**config.mk**
```make
export PLATFORM = sky130hd
export DESIGN_NAME = bus_req_arbiter
export DESIGN_NICKNAME = d
export VERILOG_FILES = /design/src/rtl/arb_pkg.sv /design/src/rtl/first_one.sv /design/src/rtl/level_pick.sv /design/src/rtl/grant_reg.sv /design/src/rtl/bus_req_arbiter.sv
export SDC_FILE = /design/constraint.sdc
export NUM_CORES = 1
export LEC_CHECK = 0
export BUFFER_PORTS_ARGS = -buffer_cell sky130_fd_sc_hd__buf_2
export CAP_MARGIN = 0
export CORE_MARGIN = 3
export CORE_UTILIZATION = 45
export CTS_CLUSTER_SIZE = 30
export DETAILED_ROUTE_END_ITERATION = 7
export PLACE_DENSITY_LB_ADDON = 0.08
export SYNTH_ARGS = -nofsm -noshare
export SYNTH_HDL_FRONTEND = slang
export SYNTH_HIERARCHICAL = 1
export SYNTH_SLANG_ARGS = --single-unit
```
**constraint.sdc**
```tcl
create_clock -name clk_i -period 1.7 [get_ports clk_i]
set_input_delay 0.17 -clock clk_i [delete_from_list [all_inputs] [get_ports clk_i]]
set_output_delay 0.17 -clock clk_i [all_outputs]
set_load 0.05 [all_outputs]
```
**src/rtl/arb_pkg.sv**
```systemverilog
package arb_pkg;
  typedef enum logic [1:0] {
    SRC_NONE = 2'd0,
    SRC_NPR  = 2'd1,
    SRC_BR   = 2'd2,
    SRC_PIR  = 2'd3
  } src_e;
endpackage

```
**src/rtl/first_one.sv**
```systemverilog
module first_one #(
  parameter int W = 4
) (
  input  logic [W-1:0] req_i,
  output logic [W-1:0] oh_o,
  output logic         any_o
);
  // two's-complement isolate of the lowest set bit
  assign oh_o  = req_i & (~req_i + W'(1));
  assign any_o = |req_i;
endmodule

```
**src/rtl/level_pick.sv**
```systemverilog
module level_pick
  import arb_pkg::*;
#(
  parameter int NUM_BR  = 4,
  parameter int BR_BASE = 4,
  parameter int PRI_W   = 3,
  parameter int LINE_W  = 2
) (
  input  logic [NUM_BR-1:0] line_any_i,
  input  logic [PRI_W-1:0]  pir_level_i,
  input  logic [PRI_W-1:0]  cpu_pri_i,
  output src_e              win_src_o,
  output logic [LINE_W-1:0] win_line_o
);
  localparam int LEVELS = 1 << PRI_W;

  logic [LEVELS-1:0] lvl_br;

  always_comb begin
    lvl_br = '0;
    for (int i = 0; i < NUM_BR; i++) begin
      if (BR_BASE + i < LEVELS) lvl_br[BR_BASE+i] = line_any_i[i];
    end
  end

  // ascending scan: later (higher) levels override; software overrides at a tie
  always_comb begin
    win_src_o  = SRC_NONE;
    win_line_o = '0;
    for (int lvl = 1; lvl < LEVELS; lvl++) begin
      if (lvl > int'(cpu_pri_i)) begin
        if (lvl_br[lvl]) begin
          win_src_o  = SRC_BR;
          win_line_o = LINE_W'(lvl - BR_BASE);
        end
        if (int'(pir_level_i) == lvl) begin
          win_src_o  = SRC_PIR;
          win_line_o = '0;
        end
      end
    end
  end
endmodule

```
**src/rtl/grant_reg.sv**
```systemverilog
module grant_reg
  import arb_pkg::*;
#(
  parameter int DEVS   = 4,
  parameter int LINE_W = 2
) (
  input  logic              clk_i,
  input  logic              rst_ni,
  input  logic              load_i,
  input  logic              clear_i,
  input  src_e              src_d_i,
  input  logic [LINE_W-1:0] line_d_i,
  input  logic [DEVS-1:0]   dev_d_i,
  output src_e              src_q_o,
  output logic [LINE_W-1:0] line_q_o,
  output logic [DEVS-1:0]   dev_q_o
);
  always_ff @(posedge clk_i or negedge rst_ni) begin
    if (!rst_ni) begin
      src_q_o  <= SRC_NONE;
      line_q_o <= '0;
      dev_q_o  <= '0;
    end else if (clear_i) begin
      src_q_o  <= SRC_NONE;
      line_q_o <= '0;
      dev_q_o  <= '0;
    end else if (load_i) begin
      src_q_o  <= src_d_i;
      line_q_o <= line_d_i;
      dev_q_o  <= dev_d_i;
    end
  end
endmodule

```
**src/rtl/bus_req_arbiter.sv**
```systemverilog
module bus_req_arbiter
  import arb_pkg::*;
#(
  parameter int DEVS    = 4,
  parameter int NUM_BR  = 4,
  parameter int BR_BASE = 4,
  parameter int PRI_W   = 3
) (
  input  logic                   clk_i,
  input  logic                   rst_ni,
  input  logic [PRI_W-1:0]       cpu_pri_i,
  input  logic                   instr_end_i,
  input  logic [DEVS-1:0]        npr_req_i,
  input  logic [NUM_BR*DEVS-1:0] br_req_i,
  input  logic [PRI_W-1:0]       pir_level_i,
  output logic [DEVS-1:0]        npr_gnt_o,
  output logic [NUM_BR*DEVS-1:0] br_gnt_o,
  output logic                   pir_gnt_o,
  output logic                   cpu_owns_o
);
  localparam int LINE_W = (NUM_BR > 1) ? $clog2(NUM_BR) : 1;

  logic [NUM_BR-1:0][DEVS-1:0] line_req;
  logic [NUM_BR-1:0][DEVS-1:0] line_oh;
  logic [NUM_BR-1:0]           line_any;
  logic [DEVS-1:0]             npr_oh;
  logic                        npr_any;

  src_e              win_src;
  logic [LINE_W-1:0] win_line;

  src_e              src_q, src_d;
  logic [LINE_W-1:0] line_q, line_d;
  logic [DEVS-1:0]   dev_q, dev_d;
  logic              load, clear, alive;

  for (genvar i = 0; i < NUM_BR; i++) begin : g_line
    assign line_req[i] = br_req_i[i*DEVS +: DEVS];
    first_one #(.W(DEVS)) u_pick (
      .req_i (line_req[i]),
      .oh_o  (line_oh[i]),
      .any_o (line_any[i])
    );
  end

  first_one #(.W(DEVS)) u_npr_pick (
    .req_i (npr_req_i),
    .oh_o  (npr_oh),
    .any_o (npr_any)
  );

  level_pick #(
    .NUM_BR  (NUM_BR),
    .BR_BASE (BR_BASE),
    .PRI_W   (PRI_W),
    .LINE_W  (LINE_W)
  ) u_level (
    .line_any_i  (line_any),
    .pir_level_i (pir_level_i),
    .cpu_pri_i   (cpu_pri_i),
    .win_src_o   (win_src),
    .win_line_o  (win_line)
  );

  // arbitration only while idle
  always_comb begin
    src_d  = SRC_NONE;
    line_d = '0;
    dev_d  = '0;
    load   = 1'b0;
    if (src_q == SRC_NONE) begin
      if (npr_any) begin
        src_d = SRC_NPR;
        dev_d = npr_oh;
        load  = 1'b1;
      end else if (instr_end_i && win_src != SRC_NONE) begin
        src_d  = win_src;
        line_d = win_line;
        dev_d  = (win_src == SRC_BR) ? line_oh[win_line] : '0;
        load   = 1'b1;
      end
    end
  end

  always_comb begin
    unique case (src_q)
      SRC_NPR:  alive = |(npr_req_i & dev_q);
      SRC_BR:   alive = |(line_req[line_q] & dev_q);
      SRC_PIR:  alive = (pir_level_i != '0);
      default:  alive = 1'b0;
    endcase
  end

  assign clear = (src_q != SRC_NONE) && !alive;

  grant_reg #(.DEVS(DEVS), .LINE_W(LINE_W)) u_gnt (
    .clk_i    (clk_i),
    .rst_ni   (rst_ni),
    .load_i   (load),
    .clear_i  (clear),
    .src_d_i  (src_d),
    .line_d_i (line_d),
    .dev_d_i  (dev_d),
    .src_q_o  (src_q),
    .line_q_o (line_q),
    .dev_q_o  (dev_q)
  );

  for (genvar i = 0; i < NUM_BR; i++) begin : g_gnt
    assign br_gnt_o[i*DEVS +: DEVS] =
      (src_q == SRC_BR && line_q == LINE_W'(i)) ? dev_q : '0;
  end

  assign npr_gnt_o  = (src_q == SRC_NPR) ? dev_q : '0;
  assign pir_gnt_o  = (src_q == SRC_PIR);
  assign cpu_owns_o = (src_q == SRC_NONE);
endmodule

```
=== Word level (Yosys, flattened, before mapping) ===
Cells that the tools add are included.

* Flip-flop bits (word level): 8
* Bits of input ports: 29
* Word-level logic and storage cells: 119

* $add $sub $neg: 5
* $lt $le $gt $ge: 9
* Equal/unequal tests: 14
* Mux-type cells: 56
* Bitwise gates (word level): 12
* Reduce and logical (&&, ||, !) cells: 20

{| class="wikitable"
|+ Operators by type and width
! cell !! number
|-
| $mux 2 || 35
|-
| $mux 4 || 13
|-
| $and 4x4->4 || 7
|-
| $reduce_or 4->1 || 7
|-
| $add 4x1->4 const B || 5
|-
| $not 4->4 || 5
|-
| $bmux 4 s2 || 2
|-
| $eq 3x3->1 const B || 4
|-
| $gt 3x3->1 const A || 4
|-
| $eq 2x2->1 const B || 5
|-
| $eq 3x2->1 const B || 2
|-
| $gt 2x3->1 const A || 2
|-
| $logic_and 1x1->1 || 6
|-
| $lt 2x3->1 const B || 2
|-
| $reduce_bool 2->1 || 3
|-
| $mux 1 || 5
|-
| $eq 2x1->1 const B || 2
|-
| $logic_not 2->1 || 2
|-
| $eq 3x1->1 const B || 1
|-
| $gt 1x3->1 const A || 1
|-
| $pmux 1 s3 || 1
|-
| $reduce_bool 3->1 || 1
|-
| $logic_not 1->1 || 1
|}

=== Logic depth before layout (Yosys ltp) ===
Gate-level depths: netlist of run 1.

* Depth in word-level cells: 26
* Mapped depth: 10
* Depth with buffers taken out: 10

=== By module ===
Netlist of run 1, hierarchy kept.

{| class="wikitable"
|+ By module, submodules not included
! module !! instances !! cells each !! area an instance (um^2) !! seq. area each (um^2)
|-
| bus_req_arbiter || 1 || 67 || 569.3 || 0.0
|-
| grant_reg || 1 || 26 || 325.3 || 200.2
|-
| level_pick || 1 || 45 || 316.6 || 0.0
|-
| first_one || 5 || 5 || 37.5 || 0.0
|}

=== Least setup slack after synthesis of run 1 ===
No wires, ideal clock.

* Path kind: input to register
* From: input port br_req_i[9]
* To: register u_gnt.dev_q_o[1]
* Data arrival time: 2,216 ps
* Data required time: 1,572 ps
* Slack: -645 ps
* Stages: 9
* Cell sequence: or4_1 inv_1 a21oi_1 a221oi_2 mux4_2 a22oi_1 nor2_1 mux2i_1 nor2_1

* Word-level cells in the longest chain between the ends: 15
* Elaborated cells between the ends (all ways): 38
* Those cells by class: add/sub (1); eq/ne (1); mux (26); bitwise (3); reduce/logical (7)

{| class="wikitable"
|+ RTL lines
! item !! RTL line !! source
|-
| from (decl) || bus_req_arbiter.sv:14 || <nowiki>input logic [NUM_BR*DEVS-1:0] br_req_i,</nowiki>
|-
| $reduce_or 4->1 * || first_one.sv:10 || <nowiki>assign any_o = |req_i;</nowiki>
|-
| $mux 2 * || level_pick.sv:32 || <nowiki>if (lvl_br[lvl]) begin</nowiki>
|-
| $mux 2 * || level_pick.sv:36 || <nowiki>if (int'(pir_level_i) == lvl) begin</nowiki>
|-
| $mux 2 * || level_pick.sv:31 || <nowiki>if (lvl > int'(cpu_pri_i)) begin</nowiki>
|-
| $mux 2 || level_pick.sv:32 ||
|-
| $mux 2 || level_pick.sv:36 ||
|-
| $mux 2 * || level_pick.sv:31 ||
|-
| via win_line[0] || bus_req_arbiter.sv:30 || <nowiki>logic [LINE_W-1:0] win_line;</nowiki>
|-
| $bmux 4 s2 * || bus_req_arbiter.sv:79 || <nowiki>dev_d = (win_src == SRC_BR) ? line_oh[win_line] : '0;</nowiki>
|-
| $mux 4 (not written as such) * || bus_req_arbiter.sv:79 ||
|-
| $mux 4 * || bus_req_arbiter.sv:79 ||
|-
| $mux 4 * || bus_req_arbiter.sv:76 || <nowiki>end else if (instr_end_i && win_src != SRC_NONE) begin</nowiki>
|-
| $mux 4 * || bus_req_arbiter.sv:72 || <nowiki>if (npr_any) begin</nowiki>
|-
| $mux 4 * || bus_req_arbiter.sv:71 || <nowiki>if (src_q == SRC_NONE) begin</nowiki>
|-
| via dev_d[1] || bus_req_arbiter.sv:34 || <nowiki>logic [DEVS-1:0] dev_q, dev_d;</nowiki>
|-
| $mux 4 * || grant_reg.sv:27 || <nowiki>end else if (load_i) begin</nowiki>
|-
| $mux 4 * || grant_reg.sv:23 || <nowiki>end else if (clear_i) begin</nowiki>
|-
| to (signal assigned) || grant_reg.sv:30 || <nowiki>dev_q_o <= dev_d_i;</nowiki>
|-
| to (decl) || grant_reg.sv:16 || <nowiki>output logic [DEVS-1:0] dev_q_o</nowiki>
|}

The timed path passes the listed nets; every way through them passes the cells marked *. The select of a mux whose other input is x is not followed.
A chain may end at the register's enable or synchronous reset.

=== Worst setup path after layout of run 1 ===
* From: input port br_req_i[15]
* To: register u_gnt.dev_q_o[3]

* Word-level cells in the longest chain between the ends: 12
* Elaborated cells between the ends (all ways): 32
* Those cells by class: add/sub (1); eq/ne (1); mux (20); bitwise (3); reduce/logical (7)

{| class="wikitable"
|+ RTL lines
! item !! RTL line !! source
|-
| $reduce_or 4->1 || first_one.sv:10 ||
|-
| via line_any[3] || bus_req_arbiter.sv:25 || <nowiki>logic [NUM_BR-1:0] line_any;</nowiki>
|-
| $mux 2 || level_pick.sv:32 ||
|-
| $mux 2 || level_pick.sv:36 ||
|-
| $mux 2 || level_pick.sv:31 ||
|-
| via win_line[0] || bus_req_arbiter.sv:30 ||
|-
| $bmux 4 s2 || bus_req_arbiter.sv:79 ||
|-
| $mux 4 (not written as such) || bus_req_arbiter.sv:79 ||
|-
| $mux 4 || bus_req_arbiter.sv:79 ||
|-
| $mux 4 || bus_req_arbiter.sv:76 ||
|-
| $mux 4 || bus_req_arbiter.sv:72 ||
|-
| $mux 4 || bus_req_arbiter.sv:71 ||
|-
| via dev_d[3] || bus_req_arbiter.sv:34 ||
|-
| $mux 4 || grant_reg.sv:27 ||
|-
| $mux 4 || grant_reg.sv:23 ||
|}

The timed path passes the listed nets, and every way through them passes these cells. The select of a mux whose other input is x is not followed.

==> results.json, run 1 <==
{
  "p_comb_frac": 0.630,
  "yosysTopAreaCellShare": 0.143,
  "fp.dieArea_sq_mm": 0.00381,
  "syn2layout_area_growth_pct": 55.4,
  "dr.pass1.iters": 4,
  "rows": 19,
  "final.fill_count": 207,
  "yosys.area.top_type": "dfrtp_1",
  "yosysUniqueCellTypes": 46,
  "synth_edf_count": 0,
  "ir_worst_vdd_uv": 358,
  "p_switching_uw": 529,
  "tightestPinTransition_ns": 0.516,
  "synthCells": 163,
  "worstPathMaxFanout": 5,
  "drv_cap": 0,
  "yosys_warnings": 6,
  "dr_total_vias": 1583,
  "place.port_buffers": 50,
  "cts_buffers": 3,
  "drc_errors": 0,
  "drive_gt1_frac": 0.528,
  "syn_nets": 192,
  "clock_sinks": 8,
  "synthArstFlopShare": 1.00,
  "required_ns": 1.83,
  "die_y_um": 61.8,
  "grt_pass1_wl_um": 6490,
  "slew_viol_final": 0,
  "diodes": 0,
  "grt_max_degree": 10,
  "ant_nets": 0,
  "finalCriticalPeriod_ns": 2.10,
  "initial_core_util": 0.490,
  "fin_crit_sh": 1.24,
  "cts_root_buf": "clkbuf_4",
  "synthTopCellsByCount": "and2_1, nor2_1, a22oi_1",
  "relSlewSlack": 0.654,
  "syn_avg_cell_area_sq_um": 8.58,
  "dr_wl_met2_um": 2280,
  "arrival_ns": 2.24,
  "fp.coreArea_sq_mm": 0.00285,
  "postPlaceCellArea_sq_mm": 0.00195,
  "synth_seq_area_share": 0.143,
  "synth-main-ff-cell": "dfrtp_1",
  "fin_nets": 285,
  "switching_share": 0.446,
  "cp_cell_sequence": "buf_2, or4_4, inv_1, maj3_1, a221oi_4, mux4_2, a22oi_2, nor2_1, mux2i_1, nor2_1",
  "hpwlAfterDp_um": 3370,
  "violations": "negative setup slack",
  "die_w_um": 61.8,
  "crit_slowest_cell": "mux4_2",
  "min_path_type": "in -> async",
  "grt_setup_unrepaired": "true",
  "viasPerCell": 5.55,
  "wl_per_cell_um": 14.7,
  "io_pins": 51,
  "fin_ws_ns": -0.405,
  "synth.area.top_cells": "dfrtp_1, and2_1, mux4_1",
  "yosysMostFrequentCell": "and2_1",
  "critPathCaptureType": "flip-flop",
  "path_clk_slew_ns": 0.05,
  "max_freq_mhz": 475,
  "pwr-share-clk": 0.116,
  "critical_path_class": "in -> reg",
  "power_leakage_uw": 0.00103,
  "drt_iter0_drc": 76,
  "antenna_found_initial": 0,
  "clockBufferDepth": 2,
  "design_area_sq_mm": 0.00217,
  "top_layer": "met4",
  "place.gp.congestion": 0.935,
  "htreeDepth": 1,
  "synth-seq-cells": 8,
  "cp_common_cell": "nor2_1",
  "cts_tree": "done",
  "setup-tns-final_ns": -2.71,
  "grt_overflow": 0,
  "multi_input_area_sq_mm": 0.00114,
  "critical-path-max-stage-delay_ns": 0.57,
  "setup_viol": 8,
  "p_int_uw": 658,
  "fin_skew_ns": 0.00247,
  "dp_cells": 276,
  "status": "complete, but fails checks",
  "wl_met3_um": 176,
  "synth_area_sq_mm": 0.00140,
  "power_density_mw_per_mm2": 546,
  "hold_violations": 0,
  "drt_wl_total_um": 4200,
  "grt_usage": 0.225,
  "cp_num_buf_inv": 2,
  "cp-start-kind": "primary input",
  "drt-met1-wl_um": 1730,
  "seq_power_share": 0.253,
  "ff_latch_area_sq_um": 204,
  "grt_pass1_vias": 1478,
  "path_delay_family": "multiplexers",
  "fin_cells": 285,
  "worstSkewPairLatency_ns": 0.25
}
## layout make-up
class | count | share of cell area
Timing Repair Buffer | 103 | 0.343
Tap cell | 31 | 0.0178
Multi-Input combinational cell | 135 | 0.526
Clock buffer | 3 | 0.0104
Sequential cell | 8 | 0.0938
Inverter | 5 | 0.00864
## kinds of logic (layout without fill, tap and decap cells)
kind of cell,Yosys count,after routing,synth area share
flip-flops,8,8,0.143
AND/OR/NAND/NOR,84,84,0.371
multiplexers,16,16,0.197
adder cells (fa/ha/maj),2,2,0.0152
AO/OA/AOI/OAI,33,33,0.174
buffers and inverters,20,111,0.100
## worst register-to-register path, delay by kind of cell, from the launching register on
kind | cells | cell delay [ns]
multiplexers | 1 | 0.56
AND/OR/NAND/NOR | 2 | 0.15
AO/OA/AOI/OAI | 2 | 0.33
flip-flops | 1 | 0.43
buffers and inverters | 1 | 0.16
## state kept, by name, summed over array words and instances, names as in the netlist
register,count
u_gnt/src_q_o,2
u_gnt/line_q_o,2
u_gnt/dev_q_o,4
## stage by stage
step | utilization | setup slack, ns | power (uW) | hold WS, ns
floorplan | - | -0.475 | 776 | -0.126
global placement | 0.684 | -0.673 | 1000 | 0.0106
detailed placement | 0.684 | -0.704 | 1010 | 0.0127
CTS | 0.730 | -0.401 | 1170 | 0.275
global route | 0.762 | -0.532 | 1270 | 0.305
finish | 0.762 | -0.405 | 1190 | 0.280
## power groups by stage
stage	logic (uW)	registers, uW	clock network, uW
2_1_floorplan	505	270	0
3_3_place_gp	702	298	0
3_5_place_dp	709	303	0
4_1_cts	726	302	143
5_1_grt	816	306	153
6_report	748	301	138
## what timing repair did
item	4_1_cts	5_1_grt
pin swaps	1	3
setup endpoints to repair	24	29
resized for setup	24	21
setup buffers	2	3
hold buffers	1	0
gates cloned	0	0
endpoints found under the hold margin	8	0
## path summary, 6_finish.rpt
check                                              start                      endpoint  slack, ns  depth (start not counted)
setup / recovery                            br_req_i[15]  u_gnt/dev_q_o[3]$_DFFE_PN0P_      -0.40                         10
hold / removal                                    rst_ni  u_gnt/dev_q_o[3]$_DFFE_PN0P_       0.28                          2
setup reg to reg           u_gnt/line_q_o[0]$_DFFE_PN0P_  u_gnt/dev_q_o[1]$_DFFE_PN0P_      -0.06                          6
hold reg to reg             u_gnt/src_q_o[1]$_DFFE_PN0P_  u_gnt/src_q_o[1]$_DFFE_PN0P_       0.70                          3
max in group asynchronous                         rst_ni  u_gnt/src_q_o[1]$_DFFE_PN0P_       1.25                          2
min in group clk_i                           instr_end_i  u_gnt/src_q_o[0]$_DFFE_PN0P_       0.38                          5
## per-layer routing
layer,up-vias,global-route usage
met5,-,0
met4,0,0.0636
met3,2,0.00620
met2,52,0.430
met1,738,0.271
li1,791,-
## placed cells by master, fill, tap and decap left out, types with 4 or more instances in the layout
master and instances:
dfrtp_1 5, nor2_1 16, buf_4 57, buf_2 30
clkbuf_4 6, a22oi_2 4, nor4b_1 5, mux4_1 4
buf_6 12, nor2b_1 7, nand2_1 6, a22oi_1 5
and2_1 24, mux4_2 4, nor3b_1 6, mux2i_1 8
inv_1 4, a21oi_1 6
No activity file was read; power rests on OpenSTA's default activity.
==> run 2, diff against run 1 <==
Settings changed: CAP_MARGIN 0 to 10, CORE_UTILIZATION 45 to 50.
Clock period 1.7 ns to 2.3 ns, I/O delays scaled along.
==> run 2 against run 1 <==
Net effect:
- the flow now finishes without violations
- critical path depth grew 1
- setup slack gained 0.52 ns
- via count shrank 4.7%
- clock power shrank 17%
- largest cell class unchanged
- die area shrank 9.0%
- critical endpoint is now u_gnt/dev_q_o[0]$_DFFE_PN0P_
- combinational power shrank 34%
- critical path type unchanged
==> results.json, run 2 (synthesized netlist as in run 1, its figures left out) <==
{
  "syn2layout_area_growth_pct": 33.1,
  "worstPathMaxFanout": 5,
  "worstSkewPairLatency_ns": 0.27,
  "drv_cap": 0,
  "clockBufferDepth": 2,
  "max_freq_mhz": 457,
  "diodes": 0,
  "htreeDepth": 1,
  "ir_worst_vdd_uv": 511,
  "reg2reg_slack_ns": 0.28,
  "dr_total_vias": 1509,
  "die_y_um": 58.9,
  "hpwlAfterDp_um": 3180,
  "cts_tree": "done",
  "cp_cell_sequence": "buf_2, or4_4, inv_1, a21oi_1, a221oi_4, buf_6, mux4_2, a22oi_1, nor2_1, mux2i_1, nor2_1",
  "fin_cells": 261,
  "grt_usage": 0.238,
  "largest_reg_flops": 4,
  "power_leakage_uw": 0.000913,
  "crit_slowest_cell": "or4_4",
  "path_clk_slew_ns": 0.06,
  "final_cell_mix": "buf_2, buf_4, and2_1",
  "viasPerCell": 5.78,
  "drt_wl_total_um": 3970,
  "initial_core_util": 0.545,
  "critical_path_class": "in -> reg",
  "drive_gt1_frac": 0.437,
  "rows": 18,
  "grt_setup_unrepaired": "false",
  "fp.coreArea_sq_mm": 0.00257,
  "antenna_found_initial": 0,
  "final_util": 0.725,
  "die_w_um": 58.9,
  "relSlewSlack": 0.640,
  "hold_violations": 0,
  "mostFrequentLayoutCell": "buf_2",
  "grt_max_degree": 11,
  "critPathCaptureType": "flip-flop",
  "critical-path-max-stage-delay_ns": 0.52,
  "fin_skew_ns": 0.0109,
  "slew_viol_final": 0,
  "place.gp.congestion": 0.909,
  "wl_per_cell_um": 15.2,
  "fin_nets": 262,
  "fin_ws_ns": 0.114,
  "cp-start-kind": "primary input",
  "arrival_ns": 2.32,
  "status": "finished, final reports clean",
  "drc_errors": 0,
  "setup_viol": 0,
  "setup-tns-final_ns": 0,
  "fp.dieArea_sq_mm": 0.00347,
  "ant_nets": 0,
  "min_path_type": "in -> async",
  "grt_pass1_vias": 1504,
  "clock_sinks": 8,
  "tightestPinTransition_ns": 0.537,
  "cts_root_buf": "clkbuf_4",
  "fin_crit_sh": 0.951,
  "top_regs": "u_gnt/dev_q_o (4), u_gnt/line_q_o (2), u_gnt/src_q_o (2)",
  "grt_pass1_wl_um": 6510,
  "dr.pass1.iters": 4,
  "power_density_mw_per_mm2": 444,
  "drt_iter0_drc": 54,
  "finalCriticalPeriod_ns": 2.19,
  "place.port_buffers": 50,
  "dp_slack_ns": -0.233,
  "timing.hold.ws_ns": 0.324,
  "cts_buffers": 3,
  "grt_overflow": 0,
  "io_pins": 51,
  "regMostFlops": "u_gnt/dev_q_o",
  "required_ns": 2.43,
  "cp_common_cell": "nor2_1",
  "dp_cells": 256
}
[run 2: what timing repair did]
item | in CTS | in global routing
hold buffers | 1 | 0
endpoints found under the hold margin | 8 | 0
buffers inserted | 0 | 1
resized for setup | 0 | 6
endpoints found under the setup margin | 0 | 8
[run 2: where the power goes]
| group | total (uW) | switching [uW] | leakage [uW] | internal (uW) |
|---|---|---|---|---|
| combinational | 490 | 282 | 0.000791 | 208 |
| sequential | 224 | 55.3 | 0.000109 | 169 |
| clock | 114 | 53.4 | 0.0000138 | 60.1 |
[run 2: routing by layer]
metal | GRT usage | part of all wire | vias up
li1 | - | - | 746
met1 | 0.294 | 0.41 | 701
met2 | 0.440 | 0.53 | 57
met3 | 0.0110 | 0.052 | 5
met4 | 0.0744 | 0.013 | 0
met5 | 0 | 0 | -
[run 2: critical path, delay by kind of cell]
family                 cells  cell delay (ns)
buffers and inverters      3             0.36
muxes                      2             0.62
AOI/OAI and AO/OA          3             0.45
and+or+nand+nor            3             0.65
[run 2: path summary, 6_finish.rpt]
check	start	to	cells after the start
worst max-delay path	br_req_i[9]	u_gnt/dev_q_o[0]$_DFFE_PN0P_	11
worst min-delay path	rst_ni	u_gnt/line_q_o[0]$_DFFE_PN0P_	2
worst max register to register	u_gnt/line_q_o[0]$_DFFE_PN0P_	u_gnt/dev_q_o[0]$_DFFE_PN0P_	5
worst min register to register	u_gnt/src_q_o[0]$_DFFE_PN0P_	u_gnt/src_q_o[0]$_DFFE_PN0P_	2
max in group asynchronous	rst_ni	u_gnt/src_q_o[0]$_DFFE_PN0P_	2
min in group clk_i	instr_end_i	u_gnt/src_q_o[0]$_DFFE_PN0P_	5
[run 2: layout make-up]
cell class / count / area, sq um
tap: 30 / 37.5
inverter: 5 / 18.8
sequential: 8 / 200
timing repair buffer: 80 / 482
fill: 217 / 706
clock buffer: 3 / 22.5
multi-input combinational: 135 / 1100
[run 2: stage by stage]
step           instance area (sq um)  total power, uW
6_report                        1860              827
5_1_grt                         1860              874
4_1_cts                         1820              814
3_5_place_dp                    1790              700
3_3_place_gp                    1790              688
2_1_floorplan                   1410              571
